<file path="config.mk">
export PLATFORM = sky130hd
export DESIGN_NAME = ser_eeprom_port
export DESIGN_NICKNAME = d
export VERILOG_FILES = /design/src/rtl/eep_pkg.sv /design/src/rtl/eep_pin_reg.sv /design/src/rtl/eep_array.sv /design/src/rtl/eep_ctrl.sv /design/src/rtl/ser_eeprom_port.sv
export SDC_FILE = /design/constraint.sdc
export NUM_CORES = 2
export LEC_CHECK = 0
export BUFFER_PORTS_ARGS = -buffer_cell sky130_fd_sc_hd__buf_2
export CAP_MARGIN = 20
export CORE_MARGIN = 3
export CORE_UTILIZATION = 40
export DETAILED_ROUTE_END_ITERATION = 8
export PLACE_DENSITY = 0.6
export RECOVER_POWER = 25
export SLEW_MARGIN = 20
export SYNTH_ARGS = -nofsm -noshare
export SYNTH_HDL_FRONTEND = slang
export SYNTH_SLANG_ARGS = --single-unit
</file>
<file path="constraint.sdc">
create_clock -name clk -period 163.5 [get_ports clk]
set_input_delay 32.7 -clock clk [delete_from_list [all_inputs] [get_ports clk]]
set_output_delay 32.7 -clock clk [all_outputs]
set_load 0.02 [all_outputs]
</file>
<file path="src/rtl/eep_pkg.sv">
package eep_pkg;

  // Bit positions inside the host pin byte (software depends on them)
  localparam int PIN_SEL = 7;
  localparam int PIN_SCK = 6;
  localparam int PIN_DIN = 1;
  localparam int PIN_DOUT = 0;

  typedef enum logic [2:0] {
    ST_PARK  = 3'd0,  // after reset, waiting for first select rise
    ST_IDLE  = 3'd1,  // waiting for start bit
    ST_CMD   = 3'd2,  // collecting opcode and address field
    ST_WRITE = 3'd3,  // collecting data for one word
    ST_WRALL = 3'd4,  // collecting data for every word
    ST_SHOUT = 3'd5   // shifting a word out on data out
  } eep_state_e;

endpackage

</file>
<file path="src/rtl/eep_pin_reg.sv">
module eep_pin_reg
  import eep_pkg::*;
(
  input  logic       clk,
  input  logic       rst_n,
  input  logic       wr_en,
  input  logic [7:0] wr_data,
  input  logic       do_drv,
  input  logic       do_val,
  output logic [7:0] pin_q,
  output logic       sel_rise,
  output logic       sck_rise,
  output logic       din
);

  logic [7:0] pin_r;
  logic [7:0] pin_n;
  logic       sck_fall;
  logic       dout_n;

  // Edges: stored byte against the byte being written now
  assign sel_rise = ~pin_r[PIN_SEL] & wr_data[PIN_SEL];
  assign sck_rise = ~pin_r[PIN_SCK] & wr_data[PIN_SCK];
  assign sck_fall = pin_r[PIN_SCK] & ~wr_data[PIN_SCK];
  assign din      = wr_data[PIN_DIN];

  always_comb begin
    if (do_drv) begin
      dout_n = do_val;
    end else if (wr_data[PIN_SEL] && sck_fall) begin
      dout_n = pin_r[PIN_DOUT];
    end else begin
      dout_n = 1'b1;  // line floats high
    end
    pin_n = {wr_data[7:1], dout_n};
  end

  always_ff @(posedge clk or negedge rst_n) begin
    if (!rst_n) begin
      pin_r <= 8'h01;
    end else if (wr_en) begin
      pin_r <= pin_n;
    end
  end

  assign pin_q = pin_r;

endmodule

</file>
<file path="src/rtl/eep_array.sv">
module eep_array #(
  parameter int WORDS  = 128,
  parameter int WIDTH  = 16,
  parameter int ADDR_W = $clog2(WORDS)
) (
  input  logic              clk,
  input  logic              rst_n,
  input  logic              wr_one,
  input  logic              wr_all,
  input  logic [ADDR_W-1:0] waddr,
  input  logic [WIDTH-1:0]  wdata,
  input  logic [ADDR_W-1:0] raddr,
  output logic [WIDTH-1:0]  rdata
);

  logic [WIDTH-1:0] words [WORDS];

  for (genvar g = 0; g < WORDS; g++) begin : g_word
    logic             hit;
    logic [WIDTH-1:0] word_q;

    assign hit = wr_all | (wr_one & (waddr == ADDR_W'(g)));

    always_ff @(posedge clk or negedge rst_n) begin
      if (!rst_n) begin
        word_q <= '1;
      end else if (hit) begin
        word_q <= wdata;
      end
    end

    assign words[g] = word_q;
  end

  assign rdata = words[raddr];

endmodule

</file>
<file path="src/rtl/eep_ctrl.sv">
module eep_ctrl
  import eep_pkg::*;
#(
  parameter int WIDTH  = 16,
  parameter int ADDR_W = 7
) (
  input  logic              clk,
  input  logic              rst_n,
  input  logic              wr_en,
  input  logic              sel_rise,
  input  logic              sck_rise,
  input  logic              din,
  input  logic [WIDTH-1:0]  rdata,
  output logic              do_drv,
  output logic              do_val,
  output logic              wr_one,
  output logic              wr_all,
  output logic [ADDR_W-1:0] waddr,
  output logic [ADDR_W-1:0] raddr,
  output logic [WIDTH-1:0]  wdata,
  output logic              we_q
);

  localparam int AF_W     = ADDR_W + 1;       // address field incl. sub-op bit
  localparam int CMD_BITS = AF_W + 2;         // opcode plus address field
  localparam int CNT_W    = $clog2(WIDTH + 1);

  eep_state_e        st_q, st_n, st_a;
  logic [WIDTH-1:0]  sr_q, sr_n, sr_sh;
  logic [CNT_W-1:0]  cnt_q, cnt_n, cnt_inc;
  logic [ADDR_W-1:0] addr_q, addr_n;
  logic              we_n;
  logic              shift_en;
  logic [1:0]        op;
  logic [1:0]        sub;

  assign st_a     = sel_rise ? ST_IDLE : st_q;
  assign shift_en = (st_a == ST_CMD) || (st_a == ST_WRITE) || (st_a == ST_WRALL);
  assign sr_sh    = shift_en ? {sr_q[WIDTH-2:0], din} : sr_q;
  assign cnt_inc  = shift_en ? cnt_q + 1'b1 : cnt_q;
  assign op       = sr_sh[AF_W+1:AF_W];
  assign sub      = sr_sh[AF_W-1:AF_W-2];
  assign raddr    = sr_sh[ADDR_W-1:0];

  always_comb begin
    st_n   = st_q;
    sr_n   = sr_q;
    cnt_n  = cnt_q;
    addr_n = addr_q;
    we_n   = we_q;
    wr_one = 1'b0;
    wr_all = 1'b0;
    waddr  = addr_q;
    wdata  = sr_sh;
    do_drv = 1'b0;
    do_val = 1'b0;
    if (wr_en) begin
      st_n = st_a;
      if (sck_rise) begin
        sr_n  = sr_sh;
        cnt_n = cnt_inc;
        case (st_a)
          ST_IDLE: begin
            if (din) begin
              st_n  = ST_CMD;
              sr_n  = '0;
              cnt_n = '0;
            end
          end
          ST_CMD: begin
            if (cnt_inc == CNT_W'(CMD_BITS)) begin
              cnt_n  = '0;
              addr_n = sr_sh[ADDR_W-1:0];
              case (op)
                2'b00: begin
                  case (sub)
                    2'b00: begin we_n = 1'b0; st_n = ST_IDLE; end
                    2'b11: begin we_n = 1'b1; st_n = ST_IDLE; end
                    2'b01: st_n = ST_WRALL;
                    default: begin
                      wr_all = we_q;
                      wdata  = '1;
                      st_n   = ST_IDLE;
                    end
                  endcase
                end
                2'b01: st_n = ST_WRITE;
                2'b10: begin
                  st_n   = ST_SHOUT;
                  sr_n   = rdata;
                  cnt_n  = CNT_W'(WIDTH);
                  do_drv = 1'b1;
                  do_val = 1'b0;  // leading dummy zero
                end
                default: begin
                  wr_one = we_q;
                  waddr  = sr_sh[ADDR_W-1:0];
                  wdata  = '1;
                  st_n   = ST_IDLE;
                end
              endcase
            end
          end
          ST_WRITE: begin
            if (cnt_inc == CNT_W'(WIDTH)) begin
              wr_one = we_q;
              cnt_n  = '0;
              st_n   = ST_IDLE;
            end
          end
          ST_WRALL: begin
            if (cnt_inc == CNT_W'(WIDTH)) begin
              wr_all = we_q;
              cnt_n  = '0;
              st_n   = ST_IDLE;
            end
          end
          ST_SHOUT: begin
            do_drv = 1'b1;
            do_val = sr_q[WIDTH-1];
            sr_n   = {sr_q[WIDTH-2:0], 1'b0};
            cnt_n  = cnt_q - 1'b1;
            if (cnt_q == CNT_W'(1)) begin
              st_n = ST_IDLE;
            end
          end
          default: ;
        endcase
      end
    end
  end

  always_ff @(posedge clk or negedge rst_n) begin
    if (!rst_n) begin
      st_q   <= ST_PARK;
      sr_q   <= '0;
      cnt_q  <= '0;
      addr_q <= '0;
      we_q   <= 1'b0;
    end else if (wr_en) begin
      st_q   <= st_n;
      sr_q   <= sr_n;
      cnt_q  <= cnt_n;
      addr_q <= addr_n;
      we_q   <= we_n;
    end
  end

endmodule

</file>
<file path="src/rtl/ser_eeprom_port.sv">
module ser_eeprom_port #(
  parameter int WORDS = 128,
  parameter int WIDTH = 16
) (
  input  logic       clk,
  input  logic       rst_n,
  input  logic       pin_wr,
  input  logic [7:0] pin_wdata,
  output logic [7:0] pin_rdata
);

  localparam int ADDR_W = $clog2(WORDS);

  logic              rst_m, rst_q;
  logic              sel_rise, sck_rise, din;
  logic              do_drv, do_val;
  logic              mem_wr_one, mem_wr_all;
  logic [ADDR_W-1:0] mem_waddr, mem_raddr;
  logic [WIDTH-1:0]  mem_wdata, mem_rdata;
  logic              we_flag;

  always_ff @(posedge clk or negedge rst_n) begin
    if (!rst_n) begin
      rst_m <= 1'b0;
      rst_q <= 1'b0;
    end else begin
      rst_m <= 1'b1;
      rst_q <= rst_m;
    end
  end

  eep_pin_reg u_pin (
    .clk      (clk),
    .rst_n    (rst_q),
    .wr_en    (pin_wr),
    .wr_data  (pin_wdata),
    .do_drv   (do_drv),
    .do_val   (do_val),
    .pin_q    (pin_rdata),
    .sel_rise (sel_rise),
    .sck_rise (sck_rise),
    .din      (din)
  );

  eep_ctrl #(.WIDTH(WIDTH), .ADDR_W(ADDR_W)) u_ctrl (
    .clk      (clk),
    .rst_n    (rst_q),
    .wr_en    (pin_wr),
    .sel_rise (sel_rise),
    .sck_rise (sck_rise),
    .din      (din),
    .rdata    (mem_rdata),
    .do_drv   (do_drv),
    .do_val   (do_val),
    .wr_one   (mem_wr_one),
    .wr_all   (mem_wr_all),
    .waddr    (mem_waddr),
    .raddr    (mem_raddr),
    .wdata    (mem_wdata),
    .we_q     (we_flag)
  );

  eep_array #(.WORDS(WORDS), .WIDTH(WIDTH), .ADDR_W(ADDR_W)) u_mem (
    .clk    (clk),
    .rst_n  (rst_q),
    .wr_one (mem_wr_one),
    .wr_all (mem_wr_all),
    .waddr  (mem_waddr),
    .wdata  (mem_wdata),
    .raddr  (mem_raddr),
    .rdata  (mem_rdata)
  );

endmodule

</file>
After elaboration in Yosys (flattened, before gate mapping)
Index checks and enable logic that the tools add are counted.
Widths: inputs -> output; s select.
Word-level totals
  input port bits: 11
  word-level logic and storage cells: 614
  register bits after elaboration: 2090
Operators by class
  bitwise logic cells: 263
  muxes and demuxes: 56
  equal/unequal tests: 140
  reduce and logical (&&, ||, !) cells: 15
  order comparisons: 1
  $add $sub $neg: 2
Operator list (number)
  $eq 7x7->1 const B: 64
  $eq 7x6->1 const B: 32
  $mux 16: 11
  $and 1x1->1: 131
  $or 1x1->1: 128
  $bmux 16 s7: 1
  $eq 7x5->1 const B: 16
  $eq 7x4->1 const B: 8
  $pmux 16 s3: 1
  $mux 7: 5
  $pmux 16 s2: 1
  $eq 7x3->1 const B: 4
  $mux 5: 5
  $mux 3: 7
  $pmux 5 s4: 1
  $mux 1: 18
  $eq 7x2->1 const B: 2
  $pmux 3 s4: 1
  $pmux 3 s3: 1
  $ge 8x8->1 const B: 1
  $not 7->8: 1
  $pmux 1 s2: 4
  $eq 7x1->1 const B: 1
  $logic_not 7->1: 1
  other kinds (21): 32

Longest topological paths before layout
  word-level depth: 17
  mapped depth: 17

By module
Synthesis repeated with hierarchy kept, for this count alone.
Second synthesis, totals
  cells, all modules: 5908
  area, all modules: 98654.6 µm²
By module, submodules not included
  eep_array: cells an instance 5511, seq. area each 53811.6 µm², area each 95316.4 µm², times used 1
  eep_ctrl: cells an instance 370, seq. area each 800.8 µm², area each 2931.6 µm², times used 1
  eep_pin_reg: cells an instance 24, seq. area each 201.4 µm², area each 352.8 µm², times used 1
  ser_eeprom_port: cells an instance 3, seq. area each 50.0 µm², area each 53.8 µm², times used 1

Least setup slack after synthesis
Ideal clock, no wire load.
  path kind: input to register
  from: input port pin_wdata[7]
  to: register u_mem.g_word[62].word_q[9]
  data arrival time: 36293 ps
  setup time: 82 ps
  required time: 163418 ps
  stages on the path: 16
  path slack: 127124 ps
  path through: nand2b_1 > buf_2 > nand3_1 > clkbuf_1 > mux2i_1 > inv_1 > ha_1 > nand2_1 > a2111o_1 > buf_2 > mux2_2 > or2_2 > clkbuf_1 > o21ai_1 > buf_2 > mux2_2
On the way
  longest elaborated chain between the ends: 16
  elaborated cells between the ends (all ways): 46
  classes of those cells: eq/ne (10); mux (26); bitwise (3); reduce/logical (7)
RTL lines
  from (decl): line ser_eeprom_port.sv:8  | input logic [7:0] pin_wdata,
  $and 1x1->1 (*): line eep_pin_reg.sv:22  | assign sel_rise = ~pin_r[PIN_SEL] & wr_data[PIN_SEL];
  $mux 3 (*): line eep_ctrl.sv:37  | assign st_a = sel_rise ? ST_IDLE : st_q;
  $eq 3x2->1: line eep_ctrl.sv:38, eep_ctrl.sv:62
  $logic_or 1x1->1 (2 in a row): line eep_ctrl.sv:38  | assign shift_en = (st_a == ST_CMD) || (st_a == ST_WRITE) || (st_a == ST_WRALL);
  $mux 16: line eep_ctrl.sv:39  | assign sr_sh = shift_en ? {sr_q[WIDTH-2:0], din} : sr_q;
  $eq 2x1->1, or another cell as far along: line eep_ctrl.sv:74  | case (op)
  $reduce_or 3->1 (no source line)
  $mux 7: line eep_ctrl.sv:74
  $mux 7: line eep_ctrl.sv:71  | if (cnt_inc == CNT_W'(CMD_BITS)) begin
  $mux 7: line eep_ctrl.sv:62  | case (st_a)
  $mux 7: line eep_ctrl.sv:59  | if (sck_rise) begin
  $mux 7: line eep_ctrl.sv:57  | if (wr_en) begin
  $eq 7x6->1: line eep_array.sv:22  | assign hit = wr_all | (wr_one & (waddr == ADDR_W'(g)));
  $and 1x1->1: line eep_array.sv:22
  $or 1x1->1: line eep_array.sv:22
  to (signal assigned): line eep_array.sv:28  | word_q <= wdata;
  to (decl): line eep_array.sv:20  | logic [WIDTH-1:0] word_q;
Mark *: on every way between the ends. The rest lies on a longest branch, timed or not.
A chain may end at the register's enable or synchronous reset.

Worst setup path in the final report
  from: input port pin_wdata[1]
  to: register u_ctrl.sr_q[10]
On the way
  longest elaborated chain between the ends: 8
  elaborated cells between the ends (all ways): 9
  classes of those cells: mux (8); bitwise (1)
RTL lines
  $mux 16: line eep_ctrl.sv:39
  $not 7->8 (not written as such): line eep_array.sv:35  | assign rdata = words[raddr];
  $bmux 16 s7: line eep_array.sv:35
  $mux 16 (not written as such) (2 in a row): line eep_array.sv:35
  $mux 16: line eep_ctrl.sv:74
  $mux 16: line eep_ctrl.sv:71
  $pmux 16 s3 (*): line eep_ctrl.sv:62
  to (signal assigned): line eep_ctrl.sv:142  | sr_q <= sr_n;
  to (decl): line eep_ctrl.sv:29  | logic [WIDTH-1:0] sr_q, sr_n, sr_sh;
Mark *: on every way between the ends. The rest lies on a longest branch, timed or not. The select of a mux whose other input is x is not followed.

==> summary.log <==
qor: worst_setup_path.critical_path_class primary input to register
qor: global_route.antenna_violations_before_repair 30
qor: worst_setup_path.required 164.29 ns
qor: floorplanning.dieArea 251000 um^2
qor: place.numPortBuffers 17
qor: yosys.synth-seq-cells 2090
qor: floorplanning.die_width 501 um
qor: clock_network.h_tree_depth_reported_by_cts 4
qor: clock_network.tritoncts_num_sinks 2090
qor: global_route.grt_max_degree 183
qor: sta.final-max-slew-violation-count 1171
qor: place.hpwlAfterDp 220000 um
qor: finish.drive_above_1_share 32.1%
qor: clock_network.post_cts_resized 0
qor: sta.timing.final.ws_setup 124.37 ns
qor: clock_network.clk_transition_reported_paths 0.07 ns
qor: floorplanning.num_rows 181
qor: sta.final.period_utilization 23.9%
qor: route.routed_via_density 6.01
qor: place.placer_congestion_estimate 0.994
qor: clock_network.cts_inserted_buffers 217
qor: finish.n_fill_cell 22700
qor: pwr.leakagePower 0.0406 uW
qor: worst_setup_path.cp.arrival 39.92 ns
qor: floorplanning.ioPinCount 19
qor: status.violated_checks capacitance limit, slew limit
qor: place.placed_cells 12800
qor: route.ant_nets 0
qor: clock_network.cts_setup_buffers 0
qor: route.detail_route.wirelength 360000 um
qor: floorplanning.die_y 501 um
qor: global_route.groute.usage.overall 28.0%
qor: global_route.global_route.overflow_total 0
qor: finish.layoutNonFillerInstCount 13300
qor: yosys.synth-warning-count 0
qor: sta.pin_slew_with_the_least_headroom_to_its_limit 9.07 ns
qor: sta.achievable_freq 25.6 MHz
qor: route.dr_total_vias 79600
qor: sta.setup-tns-final 0 ns
qor: worst_setup_path.setup.worst_path.start_class primary input
qor: sta.post-route-min-period 39.13 ns
qor: clock_network.tritoncts yes
qor: sta.finalHoldViolations 0
qor: finish.total_area_of_sequential_cells 54900 um^2
qor: pwr.power.density 18.4 nW/um^2
qor: yosys.ys.flop_type sky130_fd_sc_hd__dfstp_2
qor: hold_path.hold_path_class register to register
qor: yosys.yosysSeqAreaShare 56.0%
qor: worst_setup_path.critical_path.endpoint_type register
qor: place.post-place-ws 123.92 ns
qor: route.dr.first_iter.drc_count 9562
qor: status.outcome finished with violations
qor: clock_network.ctsRootBufferMaster sky130_fd_sc_hd__clkbuf_16
qor: route.wl_per_cell 27.1 um
qor: sta.worst_slew_margin_rel -504%
qor: global_route.grt_pass1_wl 523000 um
qor: clock_network.clock_tree.buffer_depth 3
qor: clock_network.clk-insertion-delay-late 0.89 ns
qor: route.drt_drc_violations_left 0
qor: sta.clock-skew-final 0.0547 ns
qor: finish.layout-area-overhead-vs-synth 11.6%
qor: flow_run.cap_viol_max_count 13
qor: place.detailed_place.area 102000 um^2
qor: worst_setup_path.path_max_fanout 110
qor: yosys.mappedNetlistArea 98000 um^2
qor: yosys.cells_after_synth 10300
qor: finish.total_number_of_nets_in_the_final_design 9879
qor: finish.postLayoutCoreUtil 44.9%
qor: yosys.synthesis.nets 10300
qor: yosys.syn_area_per_cell 9.50 um^2
qor: floorplanning.core_outline_area 243000 um^2
qor: finish.area_occupied_by_multi_input_gates 40000 um^2
qor: finish.most_common_cell_after_layout_fill_and_taps_aside sky130_fd_sc_hd__dfstp_2
qor: sta.setup_repair_after_global_routing_missed_its_margin no
qor: yosys.synth_enable_flop_cells 0
qor: global_route.number_of_global_route_vias_before_repair 75600
qor: route.drt_first_pass_iters 8
qor: yosys.synth_cell_type_count 85
qor: yosys.synth_async_sr_flop_share 100%
qor: finish.layout_common_cells sky130_fd_sc_hd__dfstp_2 (2049), sky130_fd_sc_hd__a21oi_1 (1932), sky130_fd_sc_hd__nor2_1 (1845)
qor: pwr.ir_drop 0.0186 mV
qor: finish.post-route-cell-area 109000 um^2
qor: clock_network.postCtsHoldBufs 0
qor: floorplanning.floorplan.initialDensity 40.2%
qor: sta.setup-violations-final 0
where the power goes:
group / internal (uW) / switching (uW) / leakage [uW]
clock: 304 / 216 / 0.00373
combinational: 191 / 697 / 0.0153
sequential: 579 / 24.7 / 0.0216
synthesized netlist by cell type (134+ instances only):
library cell / number / area share, %
sky130_fd_sc_hd__clkbuf_1: 608 / 2.3
sky130_fd_sc_hd__buf_2: 339 / 1.7
sky130_fd_sc_hd__dfstp_2: 2049 / 55
sky130_fd_sc_hd__nor2_1: 1859 / 7.1
sky130_fd_sc_hd__nand2_1: 1141 / 4.4
sky130_fd_sc_hd__a31oi_1: 150 / 0.96
sky130_fd_sc_hd__a211oi_1: 145 / 1.1
sky130_fd_sc_hd__mux2i_1: 268 / 2.7
sky130_fd_sc_hd__a32oi_1: 134 / 1.2
sky130_fd_sc_hd__mux2_2: 214 / 2.5
sky130_fd_sc_hd__nand3_1: 294 / 1.5
sky130_fd_sc_hd__a21oi_1: 1948 / 10
routing by layer:
| layer | global-route usage (%) | vias to the layer above | wire [um] |
|---|---|---|---|
| met4 | 13.5 | 10 | 19200 |
| met5 | 0 | - | 77 |
| met1 | 37.9 | 40200 | 148000 |
| met3 | 5.91 | 769 | 32800 |
| li1 | - | 35000 | - |
| met2 | 42.7 | 3647 | 160000 |
sequential cells by signal, summed over array words and instances (netlist names):
signal / count
u_pin.pin_q: 8
u_ctrl.we_q: 1
u_ctrl.st_q: 3
rst_q: 1
u_ctrl.addr_q: 7
u_mem.g_word.word_q: 2048
rst_m: 1
u_ctrl.sr_q: 16
u_ctrl.cnt_q: 5
cell families after synthesis:
| kind of cell | Yosys count | share of synthesized area (%) |
|---|---|---|
| simple gates | 3652 | 15.3 |
| compound gates | 2925 | 17.3 |
| flops | 2090 | 56.0 |
| buf+inv | 1046 | 4.44 |
| mux | 579 | 6.78 |
| fa+ha+maj | 12 | 0.153 |
| xor+xnor | 3 | 0.0268 |
| other cells | 1 | 0.00383 |
layout make-up:
type                    instances  area share, %
clock buffers                 330           5.97
clock inverters                73          0.960
inverters                      20         0.0687
well taps                    3202           3.66
flip-flops and latches       2090           50.2
multi-input cells            7172           36.6
diodes                         11         0.0252
repair buffers                355           2.52
per-stage QoR:
| stage | hold slack, ns | total power, uW |
|---|---|---|
| after floorplan | 0.331 | 1050 |
| after global placement | 0.334 | 1460 |
| after detailed placement | 0.336 | 1470 |
| after CTS | 0.349 | 1990 |
| after global routing | 0.357 | 2060 |
| final | 0.345 | 2010 |
worst paths after layout:
path	startpoint	to	slack [ns]	cells past startpoint
min in group asynchronous	rst_q	u_mem.g_word[17].word_q[1]	1.97	0
max reg2reg	rst_q	u_ctrl.cnt_q[0]	147.59	3
min	rst_m	rst_q	0.35	0
max in group asynchronous	rst_n	rst_m	131.77	1
min reg2reg	rst_m	rst_q	0.35	0
max	pin_wdata[1]	u_ctrl.sr_q[10]	124.37	12
critical path, cell delays in order:
cell	delay, ns
sky130_fd_sc_hd__buf_2	0.52
sky130_fd_sc_hd__nand4_1	1.11
sky130_fd_sc_hd__nand2_4	1.05
sky130_fd_sc_hd__buf_12	0.53
sky130_fd_sc_hd__buf_12	0.56
sky130_fd_sc_hd__buf_4	0.70
sky130_fd_sc_hd__mux2i_1	0.18
sky130_fd_sc_hd__mux4_2	0.53
sky130_fd_sc_hd__a211o_1	0.30
sky130_fd_sc_hd__a221oi_1	0.89
sky130_fd_sc_hd__o31ai_1	0.30
sky130_fd_sc_hd__a21oi_1	0.22
Power figures use the tool's default switching activity.
